`config.mk`:
```
export PLATFORM = sky130hd
export DESIGN_NAME = agen_single_xfer
export DESIGN_NICKNAME = d
export VERILOG_FILES = /design/src/rtl/agen_pkg.sv /design/src/rtl/agen_ctrl.sv /design/src/rtl/agen_datapath.sv /design/src/rtl/agen_single_xfer.sv
export SDC_FILE = /design/constraint.sdc
export NUM_CORES = 1
export LEC_CHECK = 0
export BUFFER_PORTS_ARGS = -buffer_cell sky130_fd_sc_hd__clkbuf_2
export CAP_MARGIN = 5
export CORE_ASPECT_RATIO = 0.5
export CORE_MARGIN = 3
export CORE_UTILIZATION = 35
export DETAILED_ROUTE_END_ITERATION = 6
export SYNTH_ARGS = -nofsm -noshare
export SYNTH_HDL_FRONTEND = slang
export SYNTH_HIERARCHICAL = 1
export SYNTH_SLANG_ARGS = --single-unit
```
`constraint.sdc`:
```
create_clock -name clk -period 3.78 [get_ports clk]
set_input_delay 0.378 -clock clk [delete_from_list [all_inputs] [get_ports clk]]
set_output_delay 0.378 -clock clk [all_outputs]
set_load 0.005 [all_outputs]
```
`src/rtl/agen_pkg.sv`:
```
package agen_pkg;

  typedef enum logic [1:0] {
    MODE_KEEP    = 2'b00,
    MODE_POSTINC = 2'b01,
    MODE_POSTIDX = 2'b10,
    MODE_PREDEC  = 2'b11
  } updMode_e;

  // strobes from control to datapath
  typedef struct packed {
    logic loadReq;   // capture a new request this edge
    logic commit;    // the bus takes the current access this cycle
  } agenStrobe_t;

endpackage

```
`src/rtl/agen_ctrl.sv`:
```
module agen_ctrl
  import agen_pkg::*;
(
  input  logic        clk,
  input  logic        rstN,
  input  logic        reqValid,
  input  logic        memStall,
  output logic        reqReady,
  output logic        memValid,
  output agenStrobe_t strobe
);

  logic validQ;
  logic busyHold;

  assign busyHold = validQ && memStall;
  assign reqReady = !busyHold;

  always_ff @(posedge clk or negedge rstN) begin
    if (!rstN) begin
      validQ <= 1'b0;
    end else if (reqValid && reqReady) begin
      validQ <= 1'b1;
    end else if (!busyHold) begin
      validQ <= 1'b0;
    end
  end

  assign memValid       = validQ;
  assign strobe.loadReq = reqValid && reqReady;
  assign strobe.commit  = validQ && !memStall;

  AST_STALL_BLOCKS_REQ: assert property (@(posedge clk) disable iff (!rstN)
    (memValid && memStall) |-> !reqReady);
  AST_STALL_KEEPS_VALID: assert property (@(posedge clk) disable iff (!rstN)
    (memValid && memStall) |=> memValid);
  AST_IDLE_AFTER_NOREQ: assert property (@(posedge clk) disable iff (!rstN)
    (!reqValid && !(memValid && memStall)) |=> !memValid);

endmodule

```
`src/rtl/agen_datapath.sv`:
```
module agen_datapath
  import agen_pkg::*;
#(
  parameter int ADDR_W = 32,
  parameter int N_PTR  = 4
) (
  input  logic                     clk,
  input  logic                     rstN,
  input  agenStrobe_t              strobe,
  input  logic [$clog2(N_PTR)-1:0] reqBaseSel,
  input  logic [1:0]               reqMode,
  input  logic                     reqLong,
  input  logic [ADDR_W-1:0]        ptrFile [N_PTR],
  input  logic [ADDR_W-1:0]        idxVal,
  output logic [ADDR_W-1:0]        memAddr,
  output logic                     memLong,
  output logic                     memMisalign,
  output logic                     wbEn,
  output logic [$clog2(N_PTR)-1:0] wbSel,
  output logic [ADDR_W-1:0]        wbData
);

  localparam int SEL_W = $clog2(N_PTR);
  localparam logic [ADDR_W-1:0] STEP_WORD = ADDR_W'(2);
  localparam logic [ADDR_W-1:0] STEP_LONG = ADDR_W'(4);

  updMode_e          modeIn;
  logic [ADDR_W-1:0] baseVal;
  logic [ADDR_W-1:0] stepVal;
  logic [ADDR_W-1:0] incVal;
  logic [ADDR_W-1:0] decVal;
  logic [ADDR_W-1:0] idxSum;
  logic [ADDR_W-1:0] addrNext;
  logic [ADDR_W-1:0] wbNext;

  logic [ADDR_W-1:0] addrQ;
  logic [ADDR_W-1:0] wbDataQ;
  logic [SEL_W-1:0]  selQ;
  logic              longQ;
  updMode_e          modeQ;

  assign modeIn  = updMode_e'(reqMode);
  assign baseVal = ptrFile[reqBaseSel];
  assign stepVal = reqLong ? STEP_LONG : STEP_WORD;
  assign incVal  = baseVal + stepVal;
  assign decVal  = baseVal - stepVal;
  assign idxSum  = baseVal + idxVal;

  always_comb begin
    addrNext = baseVal;
    wbNext   = baseVal;
    unique case (modeIn)
      MODE_KEEP:    wbNext = baseVal;
      MODE_POSTINC: wbNext = incVal;
      MODE_POSTIDX: wbNext = idxSum;
      MODE_PREDEC: begin
        addrNext = decVal;
        wbNext   = decVal;
      end
      default:      wbNext = baseVal;
    endcase
  end

  always_ff @(posedge clk or negedge rstN) begin
    if (!rstN) begin
      addrQ   <= '0;
      wbDataQ <= '0;
      selQ    <= '0;
      longQ   <= 1'b0;
      modeQ   <= MODE_KEEP;
    end else if (strobe.loadReq) begin
      addrQ   <= addrNext;
      wbDataQ <= wbNext;
      selQ    <= reqBaseSel;
      longQ   <= reqLong;
      modeQ   <= modeIn;
    end
  end

  assign memAddr     = addrQ;
  assign memLong     = longQ;
  assign memMisalign = longQ ? (addrQ[1:0] != 2'b00) : addrQ[0];
  assign wbEn        = strobe.commit && (modeQ != MODE_KEEP);
  assign wbSel       = selQ;
  assign wbData      = wbDataQ;

  AST_KEEP_NO_WB: assert property (@(posedge clk) disable iff (!rstN)
    (modeQ == MODE_KEEP) |-> !wbEn);
  AST_POSTINC_GAP: assert property (@(posedge clk) disable iff (!rstN)
    (wbEn && modeQ == MODE_POSTINC) |-> ((wbData - memAddr) == (memLong ? STEP_LONG : STEP_WORD)));
  AST_PREDEC_SAME: assert property (@(posedge clk) disable iff (!rstN)
    (wbEn && modeQ == MODE_PREDEC) |-> (wbData == memAddr));

endmodule

```
`src/rtl/agen_single_xfer.sv`:
```
module agen_single_xfer
  import agen_pkg::*;
#(
  parameter int ADDR_W = 32
) (
  input  logic              clk,
  input  logic              rstN,
  input  logic              reqValid,
  output logic              reqReady,
  input  logic [1:0]        reqBaseSel,
  input  logic [1:0]        reqMode,
  input  logic              reqLong,
  input  logic [ADDR_W-1:0] ptrR2,
  input  logic [ADDR_W-1:0] ptrR3,
  input  logic [ADDR_W-1:0] ptrR4,
  input  logic [ADDR_W-1:0] ptrR5,
  input  logic [ADDR_W-1:0] idxR8,
  input  logic              memStall,
  output logic              memValid,
  output logic [ADDR_W-1:0] memAddr,
  output logic              memLong,
  output logic              memMisalign,
  output logic              wbEn,
  output logic [1:0]        wbSel,
  output logic [ADDR_W-1:0] wbData
);

  localparam int N_PTR = 4;

  agenStrobe_t       strobe;
  logic [ADDR_W-1:0] ptrFile [N_PTR];

  assign ptrFile[0] = ptrR2;
  assign ptrFile[1] = ptrR3;
  assign ptrFile[2] = ptrR4;
  assign ptrFile[3] = ptrR5;

  agen_ctrl uCtrl (
    .clk      (clk),
    .rstN     (rstN),
    .reqValid (reqValid),
    .memStall (memStall),
    .reqReady (reqReady),
    .memValid (memValid),
    .strobe   (strobe)
  );

  agen_datapath #(
    .ADDR_W (ADDR_W),
    .N_PTR  (N_PTR)
  ) uData (
    .clk         (clk),
    .rstN        (rstN),
    .strobe      (strobe),
    .reqBaseSel  (reqBaseSel),
    .reqMode     (reqMode),
    .reqLong     (reqLong),
    .ptrFile     (ptrFile),
    .idxVal      (idxR8),
    .memAddr     (memAddr),
    .memLong     (memLong),
    .memMisalign (memMisalign),
    .wbEn        (wbEn),
    .wbSel       (wbSel),
    .wbData      (wbData)
  );

  AST_WB_ONLY_ON_TAKE: assert property (@(posedge clk) disable iff (!rstN)
    wbEn |-> (memValid && !memStall));
  AST_ADDR_HELD: assert property (@(posedge clk) disable iff (!rstN)
    (memValid && memStall) |=> ($stable(memAddr) && $stable(wbData) && $stable(wbSel)));

endmodule

```
==> flow_summary.json, run 1 <==
{
  "status": "finished clean",
  "start_util": 0.367,
  "antenna_found_initial": 0,
  "antenna_cells": 0,
  "worstSetupEndpointType": "flip-flop",
  "antenna_left": 0,
  "cts.clk_slew.worst_paths_ns": 0.06,
  "htree_num_levels": 3,
  "multi_input_comb_area_mm2": 0.00490,
  "hpwl_um": 22000,
  "syn-cell-area_mm2": 0.00694,
  "overflow": 0,
  "fmax_mhz": 283,
  "synth_top_family_by_area": "compound AO/OA/AOI/OAI gates",
  "cts_tree": "yes",
  "fin_util": 0.501,
  "io_pins": 240,
  "synthMuxAreaShare": 0.141,
  "dpl.cell_count": 1368,
  "routabilityCongestion": 0.895,
  "seq_area_frac_synth": 0.252,
  "drc": 0,
  "cts-buffers-inserted": 9,
  "grt_max_degree": 73,
  "regArea_mm2": 0.00175,
  "numClockSinks": 70,
  "ir_drop_mv": 0.207,
  "timing.final.crit_share": 0.935,
  "port_buffers": 239,
  "async_reset_ff_frac": 1.00,
  "fillers": 1894,
  "yosys_register_bits": 70,
  "cts-root-buf": "clkbuf_16",
  "synth_edf_count": 0,
  "avgSynthCellArea_um2": 8.56,
  "grt_use_total": 0.246,
  "fin_crit_ns": 3.54,
  "regToRegEndpoint": "uData/wbData[23]",
  "fin_skew_ns": 0.00345,
  "arrival_ns": 3.81,
  "dr.pass1.iters": 6,
  "vias": 7455,
  "r2r_start": "uCtrl/memValid",
  "setup_viol": 0,
  "maxCapViolCount": 0,
  "worst-setup-path-type": "in2reg",
  "synth-compound-area-share": 0.212,
  "reg2reg_depth": 5,
  "p_leak_nw": 4.47,
  "setup.worst_path.start": "reqBaseSel[0]",
  "core_mm2": 0.0189,
  "ys.flop_type": "dfrtp_1",
  "vias_per_cell": 5.39,
  "synth_cells": 811,
  "synth_adder_area_share": 0.0707,
  "p_total_mw": 3.18,
  "grt_pass1_wl_um": 41800,
  "drt_iter0_markers": 520,
  "post_cts_resized": 0,
  "relSlewSlack": 0.353,
  "hold_buffers": 0,
  "crit_path_start_kind": "input pin",
  "hold_slack_ns": 0.103,
  "std_cell_rows": 35,
  "yosys.area_share.simple": 0.207,
  "finalHoldViolCount": 0,
  "post_cts_buffers": 0,
  "grt_pass1_vias": 7529,
  "area_growth_pct": 36.5,
  "dieArea_mm2": 0.0217,
  "synth_xor_area_frac": 0.0707,
  "final_layout_size_suffix_gt1_frac": 0.386,
  "worstMarginPinSlew_ns": 0.966,
  "stdcell_area_mm2": 0.00947,
  "synth_cell_type_count": 70,
  "drv_slew": 0,
  "layout.cells.non_filler": 1384,
  "hold_class": "in2async",
  "clock_path_buffers": 2,
  "powerDensity_mw_per_mm2": 336,
  "totalWireLength_um": 26200,
  "critPathMaxFanout": 8,
  "syn_nets": 1018,
  "placed_area_mm2": 0.00916,
  "die_w_um": 205,
  "clock_latency_ns": 0.35,
  "grt_setup_unrepaired": "no",
  "yosys_warnings": 6,
  "nets": 1327,
  "worstPathRequired_ns": 4.05,
  "die_h_um": 106,
  "r2r_setup_slack_ns": 1.84,
  "route.detailed.wl_per_inst_um": 18.9
}
## layout by cell type (no fill, tap or decap), types with 8 or more instances in the layout
cell type	count
nor3_1	13
mux4_2	30
ha_1	36
clkbuf_16	9
and2_1	33
clkbuf_2	238
a21o_1	25
xor2_1	27
xnor2_1	29
mux2i_1	8
mux2_2	15
nand2_1	78
a31oi_1	13
nand3_1	23
buf_4	112
o21ai_0	28
inv_1	19
a222oi_1	9
dfrtp_1	70
a21oi_1	71
nor2_1	97
nand2b_1	8
## final cells by class
class,count,area share
Clock buffer,12,0.0271
Clock inverter,4,0.00476
Inverter,20,0.00793
Multi-Input combinational cell,664,0.518
Sequential cell,70,0.185
Tap cell,259,0.0342
Timing Repair Buffer,355,0.224
## critical path, cell delays in order
cell and delay (ns):
clkbuf_2 0.23, buf_4 0.20, mux4_2 0.57, fa_1 0.48, a21o_1 0.20, a221oi_2 0.36, o21ai_1 0.17, a31oi_2 0.25
o21ai_1 0.20, a311oi_1 0.29, mux2_2 0.36, a21oi_1 0.11
## metal layers
layer / wire, µm / GRT usage / vias up
li1: - / - / 3610
met1: 12100 / 0.338 / 3627
met2: 12400 / 0.408 / 189
met3: 1150 / 0.0373 / 29
met4: 467 / 0.0609 / 0
met5: 0 / 0 / -
## stage by stage
| step | worst slack, ns | setup TNS (ns) |
|---|---|---|
| floorplan | 0.00283 | 0 |
| global placement | -0.0299 | -0.106 |
| detailed placement | -0.101 | -0.336 |
| CTS | 0.254 | 0 |
| global route | 0.0167 | 0 |
| finish | 0.245 | 0 |
## how the worst max path moves through the flow
stage,endpoint,cells past startpoint
final,uData/wbData[28],12
after floorplan,uData/wbData[28],14
after detailed placement,uData/wbData[20],12
after global routing,uData/wbData[28],12
after CTS,uData/wbData[20],12
after global placement,uData/wbData[20],12
## Yosys cell counts, types with 4 or more instances
master | number | area share
nand3b_1 | 5 | 0.0054
and2_1 | 33 | 0.030
xor2_1 | 27 | 0.034
nor2b_1 | 6 | 0.0054
nand2_1 | 78 | 0.042
o22ai_1 | 5 | 0.0045
nor3_1 | 13 | 0.0094
a211oi_1 | 4 | 0.0043
a41oi_1 | 6 | 0.0076
mux2i_1 | 8 | 0.012
nand2b_1 | 8 | 0.0072
o21bai_1 | 4 | 0.0043
ha_1 | 36 | 0.065
mux4_2 | 30 | 0.097
dfrtp_1 | 70 | 0.25
mux2_2 | 15 | 0.024
nand4_1 | 4 | 0.0036
and3_1 | 6 | 0.0054
nor4_2 | 4 | 0.0072
o21a_1 | 4 | 0.0043
a21oi_1 | 71 | 0.051
a22oi_1 | 5 | 0.0054
o21ai_0 | 30 | 0.022
a31oi_1 | 14 | 0.013
buf_2 | 9 | 0.0065
nor2_1 | 97 | 0.052
a222oi_1 | 9 | 0.013
a21o_1 | 25 | 0.027
inv_1 | 19 | 0.010
clkbuf_1 | 42 | 0.023
o211ai_1 | 6 | 0.0065
nand3_1 | 23 | 0.017
a221oi_1 | 4 | 0.0050
xnor2_1 | 29 | 0.037
a311oi_1 | 4 | 0.0050
## registers in the layout, summed over array words and instances (netlist names)
name	cells
uData/modeQ	2
uData/wbSel	2
uCtrl/memValid	1
uData/memLong	1
uData/memAddr	32
uData/wbData	32
## power breakdown
part / internal, mW / switching (mW)
Sequential: 0.887 / 0.0931
Combinational: 0.635 / 0.682
Clock: 0.544 / 0.340
Total: 2.07 / 1.12
## cells by family (layout without fill, tap and decap cells)
kind of cell,Yosys count,after routing
flip-flops,70,70
XOR/XNOR,56,56
AND/OR/NAND/NOR,295,295
buffers and inverters,77,391
adder cells (fa/ha/maj),38,38
multiplexers,55,55
AO/OA/AOI/OAI,220,220
Note: power is estimated with default switching activity, not from simulation.
==> run 2, diff against run 1 <==
--- a/config.mk
+++ b/config.mk
@@ -5,6 +5,7 @@
 export SDC_FILE = /design/constraint.sdc
 export NUM_CORES = 1
 export LEC_CHECK = 0
+export ABC_AREA = 1
 export BUFFER_PORTS_ARGS = -buffer_cell sky130_fd_sc_hd__clkbuf_2
 export CAP_MARGIN = 5
 export CORE_ASPECT_RATIO = 0.5
==> run 2 against run 1 <==
Synthesized cell count is 74% higher. Area after synthesis increased by 18%. Worst setup slack better by 0.17 ns. Largest power group unchanged. First-iteration DRC count rose by 120%. Fmax increased by 5.2%. Clock skew increased by 0.0028 ns. Sequential share of layout area decreased by 0.90 points. Largest cell class unchanged. Sequential power up 0.5%.
==> flow_summary.json, run 2 <==
{
  "overflow": 0,
  "cts-buffers-inserted": 9,
  "final_layout_size_suffix_gt1_frac": 0.225,
  "io_pins": 240,
  "std_cell_rows": 38,
  "slowest_delay_ns": 0.43,
  "relSlewSlack": 0.493,
  "antenna_found_initial": 0,
  "cts-root-buf": "clkbuf_16",
  "hold_buffers": 0,
  "async_reset_ff_frac": 1.00,
  "hpwl_um": 30200,
  "clock_path_buffers": 2,
  "yosys_register_bits": 70,
  "synth_cell_type_count": 34,
  "crit_path_start_kind": "input pin",
  "grt_setup_unrepaired": "no",
  "syn-cell-area_mm2": 0.00817,
  "vias": 10234,
  "dieArea_mm2": 0.0253,
  "synth_edf_count": 0,
  "cts.clk_slew.worst_paths_ns": 0.06,
  "post-place-ws_ns": 0.145,
  "die_h_um": 114,
  "start_util": 0.367,
  "arrival_ns": 3.60,
  "grt_use_total": 0.285,
  "grt_max_degree": 70,
  "synth_largest_area_cell": "nand2_1",
  "route.detailed.wl_per_inst_um": 19.1,
  "routabilityCongestion": 0.969,
  "worstPathRequired_ns": 4.02,
  "top_layer_used": "met4",
  "yosys-top-cells-count": "nand2_1 (543), nand3_1 (164), inv_1 (161)",
  "antenna_left": 0,
  "grt_pass1_vias": 9346,
  "fillers": 2473,
  "post_cts_buffers": 0,
  "p_leak_nw": 5.68,
  "syn_nets": 1621,
  "yosys_warnings": 6,
  "worstSetupEndpointType": "flip-flop",
  "critPathMaxFanout": 24,
  "ir_drop_mv": 0.223,
  "numClockSinks": 70,
  "seq_area_frac_synth": 0.214,
  "yosysMostFrequentCell": "nand2_1",
  "die_w_um": 222,
  "regArea_mm2": 0.00175,
  "totalWireLength_um": 37100,
  "ys_top_cells_by_area": "nand2_1 (25%), dfrtp_1 (21%), nand3_1 (10%), inv_1 (7.4%), ha_1 (5.5%)",
  "synth_cells": 1414,
  "area_growth_pct": 21.8,
  "post_cts_resized": 0,
  "finalHoldViolCount": 0,
  "crit_chain": "clkbuf_2, inv_2, buf_4, nand3_1, nand2_4, inv_1, ha_1, nand2_1, inv_1, a21oi_1, nand2_1, nand2_1, nand2_1, o21ai_0, buf_4, nand2_1, nor2_1, o21ai_1",
  "core_mm2": 0.0223,
  "dr_wl_met3_um": 3920,
  "cts_tree": "yes",
  "drv_slew": 0,
  "dr.pass1.iters": 6,
  "nets": 1840,
  "fin_crit_ns": 3.36,
  "grt_pass1_wl_um": 55800,
  "worstMarginPinSlew_ns": 0.760,
  "worst-setup-path-type": "in2reg",
  "antenna_cells": 0,
  "htree_num_levels": 3,
  "port_buffers": 239,
  "status": "finished clean",
  "wl_met2_um": 14400,
  "maxCapViolCount": 0,
  "critPathMostFrequentCell": "nand2_1",
  "multi_input_comb_area_mm2": 0.00550,
  "powerDensity_mw_per_mm2": 329,
  "vias_per_cell": 5.28,
  "timing.final.crit_share": 0.889,
  "drt_iter0_markers": 1166,
  "crit_slowest_cell": "o21ai_0",
  "final_common_cell": "nand2_1",
  "hold_class": "in2async",
  "fin_skew_ns": 0.00622,
  "ys.flop_type": "dfrtp_1",
  "wl_met1_um": 18200,
  "layout_common_cells": "nand2_1 (543), clkbuf_2 (238), nand3_1 (164), inv_1 (161), nor2_1 (104)",
  "fmax_mhz": 298,
  "avgSynthCellArea_um2": 5.78,
  "synth_top_area_share": 0.249,
  "worst_slack_ns": 0.419,
  "clock_latency_ns": 0.35,
  "drc": 0,
  "tns_ns": 0,
  "setup_viol": 0
}
run 2: changes by cell type in the layout (fill, tap and decap cells not counted), sizes merged, moves of 17 or more:
cell,before,now
o21ai,30,47
nand2,79,588
a31oi,14,33
nand3,23,174
buf,117,23
xnor2,29,2
xor2,27,0
mux4,32,0
and2,33,4
nor2,97,131
inv,19,166
a21o,25,1
run 2: layout make-up:
cell class,instances,area share
Tap cell,300,0.0377
Sequential cell,70,0.176
Clock buffer,10,0.0240
Timing Repair Buffer,261,0.139
Multi-Input combinational cell,1123,0.553
Inverter,168,0.0634
Clock inverter,6,0.00691
run 2: critical path, delay by kind of cell:
family | cells | cell delay, ns
buf+inv | 6 | 1.10
simple gates | 8 | 0.97
compound gates | 3 | 0.73
fa+ha+maj | 1 | 0.41
run 2: kinds of logic after synthesis:
group                      after synthesis  share of synthesized area
adders and majority gates               38                     0.0600
buffers and inverters                  221                      0.114
xor gates and xnor gates                 2                    0.00214
and+or+nand+nor                        929                      0.506
DFF                                     70                      0.214
AOI/OAI and AO/OA                      154                      0.103
run 2: layer usage:
metal | vias to the layer above | global-route usage
met4 | 0 | 0.0464
met2 | 490 | 0.400
met5 | - | 0
met3 | 38 | 0.0740
met1 | 4761 | 0.439
li1 | 4945 | -
run 2: per-stage QoR:
stage	cells	power, mW	hold WS [ns]	util	instance area (µm²)
floorplan	1414	1.75	0.0824	-	8170
global placement	1922	2.36	0.453	0.433	9650
detailed placement	1922	2.36	0.470	0.433	9650
CTS	1938	3.26	0.0924	0.446	9950
global route	1938	3.47	0.120	0.446	9950
finish	1938	3.27	0.0709	0.446	9950
run 2: power breakdown:
part	leakage, nW	total (mW)	internal, mW	switching, mW
sequential	0.827	0.985	0.883	0.102
clock	0.149	0.899	0.532	0.366
combinational	4.71	1.39	0.481	0.909
run 2: worst paths after layout:
path                                       start          endpoint  slack, ns  cells past startpoint
worst min register to register  uData/wbData[27]  uData/wbData[27]       0.48                      2
max in group asynchronous                   rstN  uData/memAddr[5]       2.60                      2
worst max register to register    uCtrl/memValid   uData/wbData[2]       2.10                      4
worst max-delay path               reqBaseSel[1]  uData/wbData[12]       0.42                     18
worst min-delay path                        rstN   uData/wbData[7]       0.07                      1
min in group clk                        reqValid    uCtrl/memValid       0.26                      3
